`src/rtl/blk_lock_ctrl.sv`:
```
module blk_lock_ctrl #(
  parameter int NBLK = 16,
  localparam int BW = (NBLK > 1) ? $clog2(NBLK) : 1
) (
  input  logic          clk,
  input  logic          rst_n,
  input  logic          cmd_we,
  input  logic [7:0]    cmd_data,
  input  logic [BW-1:0] cmd_blk,
  input  logic          pe_req,
  input  logic [BW-1:0] pe_blk,
  input  logic [BW-1:0] qry_blk,
  output logic [1:0]    qry_code,
  output logic          qry_wp,
  output logic          pe_ok,
  output logic          lock_err,
  output logic          seq_err
);
  localparam logic [7:0] OP_ARM  = 8'h60;
  localparam logic [7:0] OP_LOCK = 8'h01;
  localparam logic [7:0] OP_FREE = 8'h D0;
  localparam logic [7:0] OP_PIN  = 8'h2F;

  logic [1:0] lk [NBLK];
  logic       armed;

  wire act      = cmd_we & armed;
  wire op_valid = (cmd_data == OP_LOCK) | (cmd_data == OP_FREE) | (cmd_data == OP_PIN);

  assign qry_code = lk[qry_blk];
  assign qry_wp   = qry_code[0];

  always_ff @(posedge clk or negedge rst_n) begin
    if (!rst_n) begin
      armed    <= 1'b0;
      seq_err  <= 1'b0;
      pe_ok    <= 1'b0;
      lock_err <= 1'b0;
    end else begin
      if (cmd_we) armed <= !armed && (cmd_data == OP_ARM);
      seq_err  <= act && !op_valid;
      pe_ok    <= pe_req && !lk[pe_blk][0];
      lock_err <= pe_req &&  lk[pe_blk][0];
    end
  end

  for (genvar g = 0; g < NBLK; g++) begin : g_blk
    wire hit = act && (cmd_blk == BW'(g));
    always_ff @(posedge clk or negedge rst_n) begin
      if (!rst_n) lk[g] <= 2'b01;
      else if (hit) begin
        case (cmd_data)
          OP_LOCK: lk[g] <= {lk[g][1], 1'b1};
          OP_PIN:  lk[g] <= 2'b11;
          OP_FREE: if (!lk[g][1]) lk[g] <= 2'b00;
          default: lk[g] <= lk[g];
        endcase
      end
    end
  end
endmodule


```
`config.mk`:
```
export PLATFORM = sky130hd
export DESIGN_NAME = blk_lock_ctrl
export DESIGN_NICKNAME = d
export VERILOG_FILES = /design/src/rtl/blk_lock_ctrl.sv
export SDC_FILE = /design/constraint.sdc
export NUM_CORES = 1
export LEC_CHECK = 0
export ABC_AREA = 1
export BUFFER_PORTS_ARGS = -buffer_cell sky130_fd_sc_hd__buf_2
export CORE_MARGIN = 5
export CORE_UTILIZATION = 50
export DETAILED_ROUTE_END_ITERATION = 12
export PLACE_DENSITY = 0.77
export SYNTH_ARGS = -nofsm -noshare
export SYNTH_HDL_FRONTEND = slang
export SYNTH_SLANG_ARGS = --single-unit
```
`constraint.sdc`:
```
create_clock -name clk -period 3.34 [get_ports clk]
set_input_delay 0.668 -clock clk [delete_from_list [all_inputs] [get_ports clk]]
set_output_delay 0.668 -clock clk [all_outputs]
set_load 0.01 [all_outputs]
```
==> reports/qor.txt <==
STATUS
--------------------------------------------------------------------------------------------------------
Status                                                                                      complete, no violations

YOSYS
--------------------------------------------------------------------------------------------------------
YS warnings                                                                                            0
Area share of the largest cell type after synthesis                                                21.6%
Synthesized netlist cell count                                                                       316
#FFs+latches synth                                                                                    36
Count of cell types in the netlist                                                                    22
Post-synthesis average cell area                                                                7.32 um2
Synthesized netlist net count                                                                        340
Area contributors post-synth                                                                sky130_fd_sc_hd__dfrtp_1 (22%), sky130_fd_sc_hd__dfstp_2 (18%), sky130_fd_sc_hd__nand3_1 (13%)
Largest area contributor in the synthesized netlist                                         sky130_fd_sc_hd__dfrtp_1
Netlist area before placement                                                                   2310 um2
Register area share after synthesis                                                                39.8%

PLACED DESIGN
--------------------------------------------------------------------------------------------------------
DP HPWL                                                                                          3980 um
Routability congestion estimate                                                                    0.842
Number of port buffers                                                                                29

CLOCK NETWORK
--------------------------------------------------------------------------------------------------------
Number of buffers inserted for hold repair after clock tree synthesis                                  0
Post-CTS setup repair buffer count                                                                     0
Worst skew pair latency                                                                          0.30 ns
Cell at the root of the clock tree                                                          sky130_fd_sc_hd__clkbuf_8
Total clock buffers created by CTS                                                                     5
CTS sink count                                                                                        36
Quantity of gates resized following cts                                                                0
H-tree depth                                                                                           2
Clock tree from TritonCTS                                                                          built
Post-CTS clock slew at the launch and capture registers of the worst setup and hold paths        0.07 ns
Maximum clock path buffer count                                                                        2

POWER
--------------------------------------------------------------------------------------------------------
Net load switching power                                                                          227 uW
Sequential share of power                                                                          49.7%
Clock share of power                                                                               38.8%
Leak pwr                                                                                      0.00120 uW
P per Cell Area                                                                               353 nW/um2
Switching Share                                                                                    25.4%
Comb pwr share                                                                                     11.5%
VDD IR max                                                                                        237 uV
PnR Total Power                                                                                   891 uW
Internal power of the cells                                                                       664 uW

FLOORPLAN
--------------------------------------------------------------------------------------------------------
Die area                                                                                        6090 um2
Site Rows                                                                                             24
Area of the core                                                                                4410 um2
Width of the die                                                                                 78.0 um
Chip height                                                                                      78.0 um
Ports                                                                                                 30
Starting density of the core                                                                       52.4%

WORST SETUP PATH
--------------------------------------------------------------------------------------------------------
Slowest library cell on the worst path                                                      sky130_fd_sc_hd__buf_2
Kind of capture point of the worst setup path                                                 output pin
Cells along the critical path                                                               buf_2 -> a21oi_1 -> o21ai_0 -> nand3_1 -> nand3_1 -> nand2_1 -> buf_2
Critical-path maximum fanout                                                                          32
WS Path Type                                                                                input pin to output pin
Reg-to-reg critical path endpoint                                                                 lk[16]
Cell count of the worst reg-to-reg path                                                                7
Arrival time of the worst setup path                                                             1.70 ns
Critical path's largest stage delay                                                              0.41 ns
Required time at the worst-slack endpoint                                                        2.67 ns
Startpoint Class                                                                               input pin
Family with the most delay on the worst path                                                buffers and inverters
Sum of buffers and inverters on the critical path                                                      2
Worst reg-to-reg setup slack                                                                     2.04 ns
Launching point of the worst reg2reg path                                                          armed

GRT
--------------------------------------------------------------------------------------------------------
Global-route met2 utilization                                                                      29.6%
Met3 demand-to-capacity share in global routing                                                    3.55%
Global-route wire length before repair                                                           9650 um
Total overflow reported by the global router                                                           0
Busiest layer in global routing                                                                     met2
Pin count of the biggest net entering global routing                                                  37
Overall global routing resource usage                                                              19.4%
Antenna violations before repair                                                                       0
GR Util met1                                                                                       26.9%
Vias in the first global route                                                                      2127

STA
--------------------------------------------------------------------------------------------------------
Final total negative setup slack                                                                    0 ns
Achievable Freq                                                                                  422 MHz
Clock skew after layout                                                                       0.00885 ns
Final hold violations                                                                                  0
Ratio of final minimum period to clock period                                                      71.0%
Final Slew Violations                                                                                  0
Max_slew headroom                                                                                  47.3%
Final critical path time including I/O delays and setup                                          2.37 ns
Slew at the pin closest to its max-slew limit                                                   0.791 ns
RSZ-0062 raised after global routing                                                               false
WHS                                                                                             0.446 ns
Setup violators final                                                                                  0

HOLD PATH
--------------------------------------------------------------------------------------------------------
Path category of the worst min-delay check                                                  input pin to async pin

LAYOUT
--------------------------------------------------------------------------------------------------------
Number of antenna repair diodes                                                                        0
Number of nets at the end of the flow                                                                360
Layout cells sized above 1                                                                         22.3%
Final Util                                                                                         57.1%
Area overhead of the layout relative to synthesis                                                  9.03%

ROUTE
--------------------------------------------------------------------------------------------------------
Post-DRT Antenna Nets                                                                                  0
Initial DRC count                                                                                    216
Count of TritonRoute iterations in the first routing pass                                              4
Average routed wire per standard cell                                                            14.3 um
Total wirelength of the detailed-routed design                                                   5550 um
Drt drc                                                                                                0
Via/cell ratio                                                                                      5.68
Number of vias after detailed routing                                                               2211

FLOW RUN
--------------------------------------------------------------------------------------------------------
Max-capacitance violation count                                                                        0

[cells by family after synthesis]
| logic type | Yosys count | synth area share [%] |
|---|---|---|
| AND/OR/NAND/NOR | 189 | 38.0 |
| flip-flops | 36 | 39.8 |
| buffers and inverters | 50 | 9.90 |
| AO/OA/AOI/OAI | 41 | 12.3 |
[Yosys cell counts, drive strengths merged]
library cell and count:
a21oi 9, a31o 16, buf 14, clkbuf 2
dfrtp 20, dfstp 16, inv 34, nand2 73
nand3 60, nand4 17, nor2 36, nor3 2
o211ai 8, o21ai 8, or2 1
[area by class of cell]
| cell class | count | area (um2) |
|---|---|---|
| Clock buffer | 8 | 100 |
| Fill cell | 438 | 1890 |
| Inverter | 34 | 128 |
| Multi-Input combinational cell | 230 | 1160 |
| Sequential cell | 36 | 921 |
| Tap cell | 52 | 65.1 |
| Timing Repair Buffer | 29 | 145 |
[per-stage QoR]
step	cells	setup WS, ns	cell area (um2)
after floorplan	316	1.10	2310
after global placement	381	0.996	2420
after detailed placement	381	0.981	2420
after CTS	389	0.979	2520
after global routing	389	0.749	2520
final	389	0.969	2520
[registers in the layout, indices dropped and copies added (netlist names)]
| name | count |
|---|---|
| lk | 32 |
| armed | 1 |
| lock_err | 1 |
| pe_ok | 1 |
| seq_err | 1 |
[worst max path at each step]
stage / from / end / slack [ns] / cells past startpoint
after CTS: qry_blk[0] / qry_code[0] / 0.98 / 7
after global placement: qry_blk[0] / qry_code[1] / 1.0 / 7
after floorplan: qry_blk[1] / qry_code[0] / 1.10 / 7
final: qry_blk[0] / qry_code[1] / 0.97 / 7
after detailed placement: qry_blk[0] / qry_code[0] / 0.98 / 7
after global routing: qry_blk[0] / qry_code[1] / 0.75 / 7
[layout by cell type, fill, tap and decap left out]
master / synthesis / routed
sky130_fd_sc_hd__nand2_1: 70 / 70
sky130_fd_sc_hd__nand2_2: 1 / 1
sky130_fd_sc_hd__a21oi_1: 9 / 9
sky130_fd_sc_hd__dfrtp_1: 20 / 20
sky130_fd_sc_hd__o21ai_0: 8 / 8
sky130_fd_sc_hd__inv_2: 1 / 1
sky130_fd_sc_hd__nand4_1: 17 / 17
sky130_fd_sc_hd__nor3_1: 2 / 2
sky130_fd_sc_hd__nand3_4: 1 / 1
sky130_fd_sc_hd__or2_2: 1 / 1
sky130_fd_sc_hd__clkbuf_8: 0 / 7
sky130_fd_sc_hd__nand2_4: 2 / 2
sky130_fd_sc_hd__o211ai_1: 8 / 8
sky130_fd_sc_hd__nor2_1: 35 / 35
sky130_fd_sc_hd__clkbuf_1: 2 / 1
sky130_fd_sc_hd__nand3_1: 59 / 59
sky130_fd_sc_hd__nor2_8: 1 / 1
sky130_fd_sc_hd__dfstp_2: 16 / 16
sky130_fd_sc_hd__inv_1: 33 / 33
sky130_fd_sc_hd__a31o_2: 16 / 16
sky130_fd_sc_hd__buf_2: 9 / 29
[power groups by stage]
| stage | sequential, uW | clock (uW) | combinational [uW] |
|---|---|---|---|
| 6_report | 442 | 346 | 103 |
| 5_1_grt | 443 | 369 | 119 |
| 4_1_cts | 442 | 350 | 104 |
| 3_5_place_dp | 450 | 0 | 103 |
| 3_3_place_gp | 450 | 0 | 102 |
| 2_1_floorplan | 451 | 0 | 61.7 |
[metal layers]
metal | vias to the layer above | share of wire (%)
met2 | 73 | 45
met3 | 6 | 8.5
met4 | 0 | 1.6
met5 | - | 0
met1 | 1024 | 45
li1 | 1108 | -
Note: power is estimated with default switching activity, not from simulation.
